### src/rtl/flash_wp_pkg.sv
package flash_wp_pkg;
  localparam logic [7:0] OPC_WREN = 8'h06;
  localparam logic [7:0] OPC_WRDI = 8'h04;
  localparam logic [7:0] OPC_WRSR = 8'h01;
  localparam logic [7:0] OPC_PP   = 8'h02;
  localparam logic [7:0] OPC_SE   = 8'hD8;
  localparam logic [7:0] OPC_BE   = 8'hC7;

  typedef enum logic [2:0] {
    K_NONE, K_WREN, K_WRDI, K_WRSR, K_PP, K_SE, K_BE
  } op_kind_e;
endpackage

### src/rtl/flash_wp_decode.sv
module flash_wp_decode
  import flash_wp_pkg::*;
#(
  parameter int CNT_W = 16
) (
  input  logic [7:0]       opcode,
  input  logic [CNT_W-1:0] clk_count,
  output op_kind_e         kind,
  output logic             is_modify,
  output logic             frame_ok
);
  always_comb begin
    unique case (opcode)
      OPC_WREN: kind = K_WREN;
      OPC_WRDI: kind = K_WRDI;
      OPC_WRSR: kind = K_WRSR;
      OPC_PP:   kind = K_PP;
      OPC_SE:   kind = K_SE;
      OPC_BE:   kind = K_BE;
      default:  kind = K_NONE;
    endcase
  end

  assign is_modify = (kind == K_WRSR) || (kind == K_PP) ||
                     (kind == K_SE) || (kind == K_BE);
  assign frame_ok  = (clk_count[2:0] == 3'b000);
endmodule

### src/rtl/flash_wp_sector_map.sv
module flash_wp_sector_map #(
  parameter int SECT_BITS = 4
) (
  input  logic [2:0]           bp,
  input  logic [SECT_BITS-1:0] sector,
  output logic                 sect_prot,
  output logic                 none_prot
);
  localparam int NSECT = 1 << SECT_BITS;
  localparam logic [SECT_BITS:0] NSECT_V = NSECT[SECT_BITS:0];
  localparam logic [SECT_BITS:0] ONE_V   = {{SECT_BITS{1'b0}}, 1'b1};

  logic [SECT_BITS:0] low_sect;

  always_comb begin
    if (bp == 3'd0)
      low_sect = NSECT_V;
    else if (int'(bp) > SECT_BITS)
      low_sect = '0;
    else
      low_sect = NSECT_V - (ONE_V << (bp - 3'd1));
  end

  assign sect_prot = ({1'b0, sector} >= low_sect);
  assign none_prot = (bp == 3'd0);
endmodule

### src/rtl/flash_wp_state.sv
module flash_wp_state
  import flash_wp_pkg::*;
(
  input  logic       clk,
  input  logic       rst,
  input  logic       cmd_valid,
  input  op_kind_e   kind,
  input  logic       accept,
  input  logic [7:0] sr_data,
  input  logic       op_done,
  output logic       wel,
  output logic [2:0] bp,
  output logic       srwd,
  output logic       busy
);
  logic       pend_wrsr;
  logic [2:0] pend_bp;
  logic       pend_srwd;
  logic       done_eff;

  assign done_eff = op_done && busy;

  always_ff @(posedge clk) begin
    if (rst) begin
      wel       <= 1'b0;
      bp        <= '0;
      srwd      <= 1'b0;
      busy      <= 1'b0;
      pend_wrsr <= 1'b0;
      pend_bp   <= '0;
      pend_srwd <= 1'b0;
    end else begin
      if (accept)        busy <= 1'b1;
      else if (done_eff) busy <= 1'b0;

      if (cmd_valid && kind == K_WREN)
        wel <= 1'b1;
      else if ((cmd_valid && kind == K_WRDI) || done_eff)
        wel <= 1'b0;

      if (accept) begin
        pend_wrsr <= (kind == K_WRSR);
        pend_bp   <= sr_data[4:2];
        pend_srwd <= sr_data[7];
      end else if (done_eff) begin
        pend_wrsr <= 1'b0;
        if (pend_wrsr) begin
          bp   <= pend_bp;
          srwd <= pend_srwd;
        end
      end
    end
  end

  a_r8_done_clears_wel: assert property (@(posedge clk) disable iff (rst)
    (busy && op_done && !(cmd_valid && kind == K_WREN)) |=> !wel);
  a_r10_busy_holds: assert property (@(posedge clk) disable iff (rst)
    (busy && !op_done) |=> busy);
  a_r9_status_at_done: assert property (@(posedge clk) disable iff (rst)
    !(busy && op_done) |=> ($stable(bp) && $stable(srwd)));
  a_r11_wren_wins: assert property (@(posedge clk) disable iff (rst)
    (cmd_valid && kind == K_WREN) |=> wel);
endmodule

### src/rtl/flash_wprot_ctrl.sv
module flash_wprot_ctrl
  import flash_wp_pkg::*;
#(
  parameter int ADDR_W    = 20,
  parameter int SECT_BITS = 4,
  parameter int CNT_W     = 16
) (
  input  logic              clk,
  input  logic              rst,
  input  logic              cmd_valid,
  input  logic [7:0]        cmd_opcode,
  input  logic [CNT_W-1:0]  cmd_clk_count,
  input  logic [ADDR_W-1:0] cmd_addr,
  input  logic [7:0]        cmd_sr_data,
  input  logic              wp_n,
  input  logic              op_done,
  output logic              exec_permit,
  output logic              st_wel,
  output logic [2:0]        st_bp,
  output logic              st_srwd,
  output logic              st_busy,
  output logic [7:0]        st_status
);
  op_kind_e kind;
  logic     is_modify, frame_ok;
  logic     sect_prot, none_prot;
  logic     hw_lock, target_ok, permit_c;

  flash_wp_decode #(.CNT_W(CNT_W)) u_dec (
    .opcode    (cmd_opcode),
    .clk_count (cmd_clk_count),
    .kind      (kind),
    .is_modify (is_modify),
    .frame_ok  (frame_ok)
  );

  flash_wp_sector_map #(.SECT_BITS(SECT_BITS)) u_map (
    .bp        (st_bp),
    .sector    (cmd_addr[ADDR_W-1 -: SECT_BITS]),
    .sect_prot (sect_prot),
    .none_prot (none_prot)
  );

  assign hw_lock = st_srwd && !wp_n;

  always_comb begin
    unique case (kind)
      K_WRSR:      target_ok = !hw_lock;
      K_PP, K_SE:  target_ok = !sect_prot;
      K_BE:        target_ok = none_prot;
      default:     target_ok = 1'b0;
    endcase
  end

  assign permit_c = cmd_valid && is_modify && frame_ok && st_wel &&
                    !st_busy && target_ok;

  flash_wp_state u_st (
    .clk       (clk),
    .rst       (rst),
    .cmd_valid (cmd_valid),
    .kind      (kind),
    .accept    (permit_c),
    .sr_data   (cmd_sr_data),
    .op_done   (op_done),
    .wel       (st_wel),
    .bp        (st_bp),
    .srwd      (st_srwd),
    .busy      (st_busy)
  );

  always_ff @(posedge clk) begin
    if (rst) exec_permit <= 1'b0;
    else     exec_permit <= permit_c;
  end

  assign st_status = {st_srwd, 2'b00, st_bp, st_wel, st_busy};

  a_r4_needs_wel: assert property (@(posedge clk) disable iff (rst)
    exec_permit |-> $past(st_wel));
  a_r3_whole_bytes: assert property (@(posedge clk) disable iff (rst)
    exec_permit |-> ($past(cmd_clk_count[2:0]) == 3'b000));
  a_r6_bulk_unprotected: assert property (@(posedge clk) disable iff (rst)
    (exec_permit && $past(cmd_opcode) == OPC_BE) |-> ($past(st_bp) == 3'd0));
  a_r7_hw_lock: assert property (@(posedge clk) disable iff (rst)
    (exec_permit && $past(cmd_opcode) == OPC_WRSR) |-> !$past(st_srwd && !wp_n));
  a_r10_not_while_busy: assert property (@(posedge clk) disable iff (rst)
    exec_permit |-> !$past(st_busy));
  a_r10_permit_sets_busy: assert property (@(posedge clk) disable iff (rst)
    exec_permit |-> st_busy);
endmodule

### config.mk
export PLATFORM = sky130hd
export DESIGN_NAME = flash_wprot_ctrl
export DESIGN_NICKNAME = d
export VERILOG_FILES = /design/src/rtl/flash_wp_pkg.sv /design/src/rtl/flash_wp_decode.sv /design/src/rtl/flash_wp_sector_map.sv /design/src/rtl/flash_wp_state.sv /design/src/rtl/flash_wprot_ctrl.sv
export SDC_FILE = /design/constraint.sdc
export NUM_CORES = 1
export LEC_CHECK = 0
export CAP_MARGIN = 20
export CORE_ASPECT_RATIO = 0.6
export CORE_MARGIN = 2
export CORE_UTILIZATION = 35
export CTS_CLUSTER_SIZE = 25
export DETAILED_ROUTE_END_ITERATION = 8
export PLACE_DENSITY = 0.95
export SLEW_MARGIN = 20
export SYNTH_ARGS = -nofsm -noshare
export SYNTH_HDL_FRONTEND = slang
export SYNTH_HIERARCHICAL = 1
export SYNTH_SLANG_ARGS = --single-unit
### constraint.sdc
create_clock -name clk -period 5.8 [get_ports clk]
set_input_delay 1.74 -clock clk [delete_from_list [all_inputs] [get_ports clk]]
set_output_delay 1.74 -clock clk [all_outputs]
set_load 0.02 [all_outputs]
==> impl.org, run 1 <==
** Finish
- Leaving out fill and tap cells, the most frequent cell in the layout is clkdlybuf4s50_1.
- Relative to the synthesized area, the layout overhead comes to 42.2%.
- Final Net Count :: 205
- Fraction of layout cells with a size suffix above 1 :: 9.15%
- Count of inserted antenna diode cells :: 0
- Post-Route Utilization :: 52.1%
- Commonest cells after routing, fill and taps aside :: clkdlybuf4s50_1 (36), nor2_1 (16), dfxtp_1 (12)

** CTS
- After clock tree synthesis, the clock-pin slew on the worst setup and hold paths is 0.05 ns.
- Master cell of the clock root buffer :: clkbuf_8
- Hold bufs inserted after CTS :: 0
- Post-CTS sizing :: 0
- CTS buffer count :: 3
- Maximum root-to-sink buffer count :: 2
- Latest clock arrival within the worst-skew pair :: 0.23 ns
- Count of buffers added by post-CTS timing repair for setup :: 0
- Num Clock Sinks :: 12
- H-Tree Level Count :: 1
- TritonCTS built the clock tree.

** Worst setup path
- Worst path top cell family by delay :: simple AND/OR/NAND/NOR gates
- Together, buffers and inverters on the worst path number 2.
- Worst endpoint required time :: 5.91 ns
- Data arrives at the worst endpoint at 4.13 ns.
- Critical Path Fanout Max :: 8
- Kind of critical path :: input port to flop
- STA classifies the critical path endpoint as a flop.
- The worst setup path is launched from an input port.
- Max stage delay cell, worst path :: nor3_1
- Slowest Stage Delay on Critical Path :: 0.48 ns
- The critical path goes through clkdlybuf4s50_1 > nor3_1 > nand4_1 > nand3_1 > and3b_1 > o21ai_2 > a21oi_1 > buf_4 > nand4b_4 > mux2i_1 > nor2_1.

** Run
- Reported max-cap violation count :: 0

** Place
- Number of I/O port buffers :: 36
- The congestion estimate from routability-driven global placement came to 0.723.
- The wire-length estimate of the detail-placed layout is 1.75 mm.

** Logic synthesis
- Yosys mapped the design onto 39 distinct sky130hd cell types.
- The mapped netlist covers 918 um2.
- Counting flops with a built-in enable in the synthesized netlist gives 0.
- Ys Warns :: 6
- Synthesis inferred 12 register bits.
- Mean instance size in the synthesized netlist :: 8.27 um2
- Counting every instance in the synthesized netlist gives 111.
- In the synthesized netlist the async set-or-reset flop fraction comes to 0%.
- Sequential elements use 26.2% of the synthesized area.
- Main synth FF type :: dfxtp_1

** Global routing
- The number of global-route vias before repair was 841.
- Layer with the highest usage :: met2
- For this run the aggregate overflow at the end of global routing stands at 0.
- The initial antenna violation count was 0.
- First-pass GRT wire length :: 3.55 mm
- Global routing used 16.9% of the available met1 tracks.
- Grt met3 use :: 6.28%
- Grt met2 use :: 26.3%
- Global-route usage over all layers :: 14.9%
- Pin count of the biggest net entering global routing :: 14

** Floorplan
- The floorplan step set the die height to 43.7 um.
- Once the floorplan was initialized, standard cells occupied 36.7% of the core.
- The die covers 3060 um2.
- Core Box Area :: 2500 um2
- Count of pins on the block boundary :: 72
- Horizontal die dimension :: 70.1 um
- The initialized floorplan defines 14 standard-cell rows.

** Timing
- For the finished layout, the period the worst path requires is 4.03 ns.
- Setup repair after global routing missed its margin :: no
- The final number of max-transition violations came to 0.
- Timing would allow up to 0.248 GHz.
- Number of failing setup endpoints in the final timing report :: 0
- Setup total negative slack on the finished layout was measured at 0 ns.
- In this run the tightest slew margin relative to its limit is 64.3%.
- The worst path uses 69.4% of the clock period.
- The number of failing hold endpoints at the final stage is 0.
- Final clock skew :: 0.00250 ns
- Pin slew with the least headroom to its limit :: 0.532 ns

** Power and ir drop
- Leakage dissipation :: 0.000531 uW
- VDD sags by at most 0.0880 mV.
- Pwr per Cell Area :: 154 nW/um2

** Status
- The run finished with clean final reports.

** Routing
- Post-detailed-routing wire length :: 2.22 mm
- In this run the remaining antenna-violating nets after routing total 0.
- Dividing the detail-routed via count by the number of cells gives 5.24.
- Wirelength per Cell :: 12.7 um
- The first detailed-routing pass took 7 iterations.
- DRC violation count after routing :: 0
- The detailed router finished its first iteration with 32 violations.
- Via count :: 912

** Min path
- Type of the tightest min-delay check :: flop to flop
-- per-layer routing --
metal	part of all wire (%)	routed length, um	up-vias
li1	-	-	449
met3	9.8	218	4
met5	0	0	-
met1	43	961	416
met4	1.0	23	0
met2	46	1010	43
-- cells in the mapped netlist, types with 2 or more instances --
cell,number,area (um2)
nor2_1,16,60.1
dfxtp_1,12,240
buf_4,8,60.1
mux2i_1,8,80.1
inv_1,6,22.5
a21oi_1,5,25.0
ha_1,5,62.6
nand2_1,5,18.8
nand4_1,5,31.3
nor3_1,4,20.0
nand3_1,3,15.0
nor3b_1,3,22.5
clkbuf_1,2,7.51
nor2b_1,2,12.5
o21ai_0,2,10.0
xnor2_1,2,17.5
-- worst paths after layout --
kind	cells past startpoint	to	slack (ns)	start
worst max-delay path	11	u_st/bp[0]$_SDFFE_PP0P_	1.77	cmd_opcode[5]
worst min-delay path	2	u_st/pend_srwd$_SDFFE_PP0P_	0.49	u_st/pend_srwd$_SDFFE_PP0P_
worst max register to register	17	u_st/bp[0]$_SDFFE_PP0P_	2.47	u_st/bp[0]$_SDFFE_PP0P_
worst min register to register	2	u_st/pend_srwd$_SDFFE_PP0P_	0.49	u_st/pend_srwd$_SDFFE_PP0P_
-- worst reg2reg max path, cell delays in order, from the launching register on --
cell	delay [ns]
dfxtp_1	0.50
nor3b_1	0.31
inv_1	0.08
ha_1	0.25
xnor2_1	0.17
a21oi_1	0.09
a2bb2oi_1	0.15
ha_1	0.29
o21ai_0	0.07
o21ai_0	0.16
o221a_2	0.20
nor2_1	0.04
o21ai_2	0.16
a21oi_1	0.08
buf_4	0.18
nand4b_4	0.23
mux2i_1	0.19
nor2_1	0.05
-- registers in the layout, summed over array words and instances, names as in the netlist --
register	flops
u_st/bp	3
u_st/pend_wrsr	1
u_st/srwd	1
exec_permit	1
u_st/pend_srwd	1
u_st/wel	1
u_st/pend_bp	3
u_st/busy	1
-- report_power, final --
group	switching [uW]	leakage (uW)	internal, uW
Sequential	0.143	0.0000966	82.7
Combinational	12.1	0.000405	17.8
Clock	28.8	0.0000288	59.8
Total	41.0	0.000531	160
-- logic make-up after synthesis --
kind of cell / synth area share [%]
AOI/OAI and AO/OA: 12.5
buffers and inverters: 11.0
other: 0.408
adders and majority gates: 6.81
muxes: 8.72
DFF: 26.2
and+or+nand+nor: 31.5
xor gates and xnor gates: 2.86
-- through the flow --
| stage | worst slack (ns) | cell area, um2 | total power (uW) | hold WS, ns | cells |
|---|---|---|---|---|---|
| 2_1_floorplan | 2.37 | 922 | 94.3 | 0.460 | 112 |
| 3_3_place_gp | 1.71 | 1250 | 113 | 0.471 | 170 |
| 3_5_place_dp | 1.59 | 1250 | 114 | 0.484 | 170 |
| 4_1_cts | 1.83 | 1310 | 204 | 0.501 | 174 |
| 5_1_grt | 1.58 | 1310 | 212 | 0.531 | 174 |
| 6_report | 1.77 | 1310 | 201 | 0.491 | 174 |
-- area by class of cell --
class                      instances  area (um2)
fill                             246        1200
sequential                        12         240
timing repair buffer              37         368
tap                               32        40.0
multi-input combinational         83         581
clock buffer                       4        55.1
inverter                           6        22.5
(Power assumes the default switching activity.)
==> inputs of run 2 (changes only) <==
- CORE_UTILIZATION: 35 -> 30
- PLACE_DENSITY: 0.95 -> 0.88
- clock period: 5.8 -> 3.5 ns (I/O delays scaled with it)
==> run 2 against run 1 <==
  * Non-clock buffer count up 2
  * Power rose by 67%
  * Clock-buffer cell count did not move
  * Wire length increased by 4.4%
  * Hold slack improved by 0.0078 ns
  * Clock skew barely moved
  * Sequential power rose by 65%
  * Clock power rose by 68%
  * Critical endpoint is now u_st/bp[1]$_SDFFE_PP0P_
  * Largest cell class unchanged
  * Highest routed layer unchanged
==> impl.org, run 2 (synthesis gave the netlist of run 1 again) <==
** Routing
- Via/cell ratio :: 4.96 (-5.3%)
- The DRC marker count from the first detailed-route iteration was 56 (+75%).
- The total iterations of the first detailed-routing run was 4 (-3).
- Highest metal layer with signal wires :: met4
- The length of routed met3 wiring came to 319 um (+46%).
- Total length of routed met2 wires :: 961 um (-5.2%)
- Met1 Routed Length :: 1.01 mm (+5.2%)
- Wirelength per Cell :: 12.4 um (-2.4%)
- The number of nets with antenna violations after routing is 0 (unchanged).
- Post-detailed-routing wire length :: 2.31 mm (+4.4%)
- The total number of vias was 923 (+1.2%).
- DRC violation count after routing :: 0 (unchanged)

** Global routing
- Number of global-route vias before repair :: 837 (-0.48%)
- The all-layer global routing usage came to 13.6% (-1.4 points).
- Pin count of the biggest net entering global routing :: 14 (unchanged)
- Number of antenna violations at the first check in global routing :: 0 (unchanged)
- The global-route wire length before repair came to 3.55 mm (unchanged).
- GRT Residual Overflow :: 0 (unchanged)

** Floorplan
- Count of pins on the block boundary :: 72 (unchanged)
- The initial core utilization was 31.8% (-4.9 points).
- The cell row count came to 15 (+1).
- The vertical extent of the die came to 46.9 um (+7.3%).
- The width of the die was 75.4 um (+7.6%).
- The area of the core was 2890 um2 (+15%).
- The floorplan die area came to 3530 um2 (+15%).

** Worst setup path
- The delay of the slowest cell on the worst path was 0.47 ns (about the same).
- Reg-to-reg critical path startpoint :: u_st/bp[0]$_SDFFE_PP0P_
- The number of buffers and inverters on the critical path came to 1 (-1).
- The kind of cell with the highest combined delay along the critical path is simple AND/OR/NAND/NOR gates.
- The peak fanout along the critical path came to 5 (-3).
- STA classifies the critical path endpoint as a flop.
- The signal on the critical path passes through clkdlybuf4s50_1 > nor3_1 > nand4_1 > nand3_1 > and3b_1 > o21ai_2 > a21oi_1 > nand4b_4 > mux2i_1 > nor2_1.
- The data arrival time of the critical path is 3.31 ns (-0.82 ns).
- The number of cell instances on the worst register-to-register path is 16 (-1).
- Element type at the critical path start :: input port
- Reg2Reg Setup Slack :: 0.41 ns (-2.06 ns)
- The largest individual stage delay along the critical path comes from the cell nor3_1.
- Worst endpoint required time :: 3.61 ns (-2.30 ns)
- Terminus of the critical flop-to-flop path :: u_st/bp[1]$_SDFFE_PP0P_
- Kind of critical path :: input port to flop

** Place
- The placer's final routability congestion estimate was 0.796 (+10%).
- The number of port buffers came to 36 (unchanged).
- Estimated wirelength of the detail-placed design :: 1.83 mm (+4.4%)
- The count of placed standard cells including taps came to 182 (+7.1%).

** CTS
- The total CTS buffers came to 3 (unchanged).
- Maximum root-to-sink buffer count :: 2 (unchanged)
- Count of buffers added by post-CTS timing repair for setup :: 0 (unchanged)
- Master cell of the clock root buffer :: clkbuf_8
- Num Clock Sinks :: 12 (unchanged)
- Latest clock arrival within the worst-skew pair :: 0.24 ns (about the same)
- The clock transition at the register clock pins on the worst setup and hold paths after CTS was 0.05 ns (about the same).
- TritonCTS built the clock tree.
- The count of H-tree levels built during CTS came to 1 (unchanged).

** Finish
- Compared with the post-synthesis result, the final layout area differs by 45.8%.
- The net count reported at finish is 207 (+0.98%).
- Commonest cells after routing, fill and taps aside :: clkdlybuf4s50_1 (36), nor2_1 (16), dfxtp_1 (12)
- The largest registers in the layout are u_st/bp: 3 flops, u_st/pend_bp: 3 flops.
- Fraction of layout cells with a size suffix above 1 :: 11.1% (+2.0 points)
- The diode insertion count for antenna repair was 0 (unchanged).
- The number of standard cells in the layout, taps in and fillers out came to 186 (+6.9%).
- Most frequent standard cell in the layout excluding fill and tap cells :: clkdlybuf4s50_1

** Min path
- In this run the worst hold path is classified as flop to flop.
- Min-Delay Endpoint :: u_st/pend_srwd$_SDFFE_PP0P_
- The worst hold path begins at u_st/pend_srwd$_SDFFE_PP0P_.
- Hold Path Stages :: 2 (unchanged)

** Power and ir drop
- Combinational group share of total power :: 14.9% (about the same)
- The power density over cell area is 251 nW/um2 (+63%).
- Design Power :: 336 uW (+67%)
- Internal power :: 266 uW (+66%)
- Sequential fraction of design power :: 40.8% (-0.3 points)
- Peak supply drop :: 0.155 mV (+76%)
- Switching fraction of total power :: 20.8% (+0.40 points)
- Relative contribution of the clock network to total power :: 44.2% (+0.2 points)
- Leakage dissipation :: 0.000546 uW (+2.8%)
- The switching power total came to 69.8 uW (+70%).

** Timing
- Final clock skew :: 0.00280 ns (+0.000295 ns)
- The transition time of the tightest slew-check pin was 0.529 ns (-0.00303 ns).
- The setup TNS came to 0 ns (unchanged).
- Shortest period the worst path allows :: 3.20 ns
- Final clock period utilization by the worst path :: 91.4%
- Total count of hold-check failures in the final report :: 0 (unchanged)
- Hold slack :: 0.499 ns (+0.00785 ns)
- Final slew viol count :: 0 (unchanged)
- Slew margin rel. :: 64.5% (+0.20 points)
- Setup repair after global routing left no endpoint under its margin.
- Number of failing setup endpoints in the final timing report :: 0 (unchanged)
- Static timing analysis puts the maximum clock frequency at 0.313 GHz.

** Status
- The run finished with clean final reports.

** Run
- Reported max-cap violation count :: 0 (unchanged)
run 2: cell types whose count changed in the layout (fill, tap and decap cells not counted), sizes merged:
cell,previous run,this run
buf,1,3
run 2: cell type report:
class                   instances  area [um2]
multi-input cells              83         586
repair buffers                 39         383
flip-flops and latches         12         240
clock buffers                   4        55.1
inverters                       6        22.5
fillers                       297        1550
well taps                      42        52.6
run 2: metrics by stage:
step | instance area (um2) | setup slack, ns | utilization [%]
after global routing | 1340 | 0.0578 | 46.3
after detailed placement | 1280 | 0.110 | 44.2
after global placement | 1280 | 0.251 | 44.2
after floorplan | 922 | 0.437 | -
after CTS | 1330 | 0.286 | 46.1
final | 1340 | 0.303 | 46.3
run 2: worst max-delay path by stage:
stage | startpoint | end | slack, ns | depth (start not counted)
after floorplan | u_st/bp[0]$_SDFFE_PP0P_ | u_st/bp[1]$_SDFFE_PP0P_ | 0.44 | 17
after global placement | cmd_opcode[5] | u_st/bp[0]$_SDFFE_PP0P_ | 0.25 | 10
after detailed placement | cmd_opcode[5] | u_st/bp[1]$_SDFFE_PP0P_ | 0.11 | 10
after CTS | u_st/bp[0]$_SDFFE_PP0P_ | u_st/bp[1]$_SDFFE_PP0P_ | 0.29 | 16
after global routing | u_st/bp[0]$_SDFFE_PP0P_ | u_st/bp[2]$_SDFFE_PP0P_ | 0.06 | 16
final | cmd_opcode[5] | u_st/bp[1]$_SDFFE_PP0P_ | 0.30 | 10
run 2: metal layers:
metal | track usage (%) | up-vias
met2 | 24.2 | 49
met3 | 4.94 | 2
met5 | 0 | -
li1 | - | 458
met4 | 2.11 | 0
met1 | 16.3 | 414
run 2: power groups by stage:
stage	sequential (uW)	clock [uW]	combinational (uW)
after global placement	140	0	49.1
after global routing	137	159	55.2
final	137	149	50.2
after floorplan	140	0	16.1
after CTS	137	153	50.3
after detailed placement	140	0	49.9
run 2: repair_timing:
item                       CTS  global route
hold buffers                 0             0
gates resized for setup      0             1
setup endpoints to repair    0             4
run 2: worst register-to-register path, delay by kind of cell (launching register included):
family | cells | cell delay [ns]
compound gates | 7 | 0.89
simple gates | 5 | 0.81
fa+ha+maj | 2 | 0.51
flops | 1 | 0.50
mux | 1 | 0.18
buf+inv | 1 | 0.07
==> inputs of run 3 (changes only) <==
- clock period: 3.5 -> 2.9 ns (I/O delays scaled with it)
==> run 3 against run 2 <==
  * Non-clock buffer count is 15 higher
  * Wire length is 4.1% higher
  * Via count is 3.6% higher
  * Largest power group unchanged
  * Highest routed layer unchanged
  * First-iteration DRC count is 1.8% higher
  * Combinational power is 30% higher
  * Clock skew hardly changed
  * Setup slack worse by 0.19 ns
  * Critical path depth is 1 lower
==> impl.org, run 3 (synthesis gave the netlist of run 1 again) <==
** Global routing
- GRT Residual Overflow :: 0 (unchanged)
- Global-route usage over all layers :: 14.1% (+0.52 points)
- Number of antenna violations at the first check in global routing :: 0 (unchanged)
- Number of global-route vias before repair :: 876 (+4.7%)
- The pin count of the biggest net entering global routing was 14 (unchanged).
- First-pass GRT wire length :: 3.76 mm (+5.8%)

** Min path
- Type of the tightest min-delay check :: flop to flop
- The startpoint identified for the worst hold timing path is u_st/pend_srwd$_SDFFE_PP0P_.
- Hold Path Stages :: 2 (unchanged)
- Min-Delay Endpoint :: u_st/pend_srwd$_SDFFE_PP0P_

** Timing
- Shortest period the worst path allows :: 2.78 ns
- The number of setup violations in the final report came to 0 (unchanged).
- The worst clock skew on the final layout was 0.00321 ns (+0.000417 ns).
- The normalized max-slew margin is 66.1% (+1.6 points).
- The transition time of the tightest slew-check pin is 0.507 ns (-0.0216 ns).
- The final number of max-transition violations came to 0 (unchanged).
- Final worst slack :: 0.117 ns (-0.186 ns)
- Final clock period utilization by the worst path :: 96.0%
- The number of failing hold endpoints at the final stage came to 0 (unchanged).
- Upper clock frequency limit :: 0.359 GHz

** Worst setup path
- The peak fanout along the critical path is 5 (unchanged).
- Element type at the critical path start :: input port
- Data arrival time of the critical path :: 2.90 ns (-0.41 ns)
- The worst register-to-register path begins at u_st/bp[0]$_SDFFE_PP0P_.
- The worst setup path is captured at a flop.
- The worst register-to-register path ends at u_st/bp[0]$_SDFFE_PP0P_.
- The number of cell instances on the worst register-to-register path was 15 (-1).
- The worst endpoint required time was 3.02 ns (-0.59 ns).
- Kind of critical path :: input port to flop
- The setup slack of the worst register-to-register path was 0.19 ns (-0.22 ns).

** Routing
- Post-detailed-routing wire length :: 2.41 mm (+4.1%)
- The total iterations of the first detailed-routing run came to 4 (unchanged).
- Routed Antenna Nets :: 0 (unchanged)
- Via/cell ratio :: 4.76 (-4.2%)
- The routed wire length per instance is 12.0 um (-3.6%).
- DRC violation count after routing :: 0 (unchanged)
- The DRC marker count from the first detailed-route iteration is 57 (+1.8%).
- The total number of vias came to 956 (+3.6%).

** Power and ir drop
- The total leakage power was 0.000645 uW (+18%).
- Design Power :: 417 uW (+24%)
- The worst vdd rail ir drop is 0.180 mV (+16%).
- The power density over cell area was 279 nW/um2 (+11%).

** Finish
- Most frequent standard cell in the layout excluding fill and tap cells :: clkdlybuf4s50_1
- The final cell area excluding filler cells is 1490 um2 (+12%).
- Area Growth Syn to Fin :: 62.7%
- Commonest cells after routing, fill and taps aside :: clkdlybuf4s50_1 (34), buf_4 (18), nor2_1 (16)
- In the final layout, the registers with the most flip-flops are u_st/bp: 3 flops, u_st/pend_bp: 3 flops.
- Fin cells :: 201 (+8.1%)
- The share of layout cells above drive strength 1 came to 24.5% (+13 points).
- The area occupied by multi-input gates came to 618 um2 (+5.6%).
- The sequential cell area in the final layout is 245 um2 (+2.1%).
- The diode insertion count for antenna repair is 0 (unchanged).
- Final Net Count :: 222 (+7.2%)
- Post-Route Utilization :: 51.7% (+5.4 points)
- The fill cell total of the finished layout was 306 (+3.0%).

** CTS
- Clock tree from TritonCTS :: yes
- CTS buffer count :: 3 (unchanged)
- The latest clock arrival within the worst-skew pair came to 0.25 ns (about the same).
- Hold bufs inserted after CTS :: 0 (unchanged)
- H-Tree Level Count :: 1 (unchanged)
- The clock sink count is 12 (unchanged).
- Maximum root-to-sink buffer count :: 2 (unchanged)
- CTS placed an instance of clkbuf_8 at the clock tree root.
- The clock transition at the register clock pins on the worst setup and hold paths after CTS came to 0.06 ns (about the same).

** Place
- Placed cell count :: 194 (+6.6%)
- The number of port buffers was 36 (unchanged).
- The placer's final routability congestion estimate is 0.788 (-1.0%).
- Area after DPL :: 1380 um2 (+7.8%)
- The total half-perimeter wirelength after legalization and detailed placement is 1.88 mm (+2.4%).
- Worst slack at placement :: -0.145 ns (-0.254 ns)

** Floorplan
- The floorplan die area came to 3530 um2 (unchanged).
- Horizontal die dimension :: 75.4 um (unchanged)
- Floorplan die height :: 46.9 um (unchanged)
- Count of pins on the block boundary :: 72 (unchanged)
- Starting Density :: 31.8% (unchanged)
- Core Box Area :: 2890 um2 (unchanged)
- The cell row count came to 15 (unchanged).

** Run
- The max-cap check violation count came to 0 (unchanged).

** Status
- Run status :: complete, no violations
[run 3: cell types whose count changed in the layout (fill, tap and decap cells not counted), moves of 2 or more]
cell,previous run,this run
dlymetal6s2s_1,0,2
nor3b_1,2,0
buf_4,3,18
o21ai_1,0,2
dfxtp_1,12,10
o21ai_0,2,0
clkdlybuf4s50_1,36,34
[run 3: stage by stage]
stage / setup TNS [ns] / hold slack (ns)
2_1_floorplan: 0 / 0.459
3_3_place_gp: -0.939 / 0.472
3_5_place_dp: -1.04 / 0.483
4_1_cts: 0 / 0.498
5_1_grt: -0.00325 / 0.512
6_report: 0 / 0.499
[run 3: power breakdown]
group          total (uW)  internal (uW)  leakage (uW)  switching, uW
clock network         187            120     0.0000288           66.9
logic                65.4           39.7      0.000518           25.7
registers             165            164     0.0000979          0.297
[run 3: timing repair]
item / CTS / global route
setup buffers: 0 / 3
setup endpoints to repair: 0 / 10
resized for setup: 0 / 11
[run 3: worst max path at each step]
stage	startpoint	endpoint	slack, ns	depth (start not counted)
final	cmd_opcode[2]	u_st/bp[0]$_SDFFE_PP0P_	0.12	9
after global routing	cmd_opcode[2]	u_st/bp[1]$_SDFFE_PP0P_	-0.003	9
after CTS	u_st/bp[0]$_SDFFE_PP0P_	u_st/bp[2]$_SDFFE_PP0P_	0.08	15
after detailed placement	cmd_addr[16]	u_st/bp[2]$_SDFFE_PP0P_	-0.14	12
after global placement	cmd_addr[16]	u_st/bp[0]$_SDFFE_PP0P_	-0.13	12
after floorplan	u_st/bp[2]$_SDFFE_PP0P_	u_st/bp[0]$_SDFFE_PP0P_	0.002	18
[run 3: critical path: stages]
cell,delay (ns)
clkdlybuf4s50_1,0.49
and4_2,0.27
o211ai_1,0.22
nand2_1,0.15
nand4b_1,0.24
a21oi_2,0.20
nand4b_4,0.20
mux2i_1,0.20
nor2_1,0.05
[run 3: area by class of cell]
type	count	area share, %
Clock buffer	4	3.69
Inverter	6	1.51
Multi-Input combinational cell	83	41.4
Sequential cell	12	16.4
Tap cell	42	3.52
Timing Repair Buffer	54	33.5
[run 3: layer usage]
layer	track usage [%]	wire (um)	vias up
met5	0	0	-
met4	2.11	18	0
met3	4.72	206	2
met2	23.3	995	40
met1	18.6	1190	428
li1	-	-	486
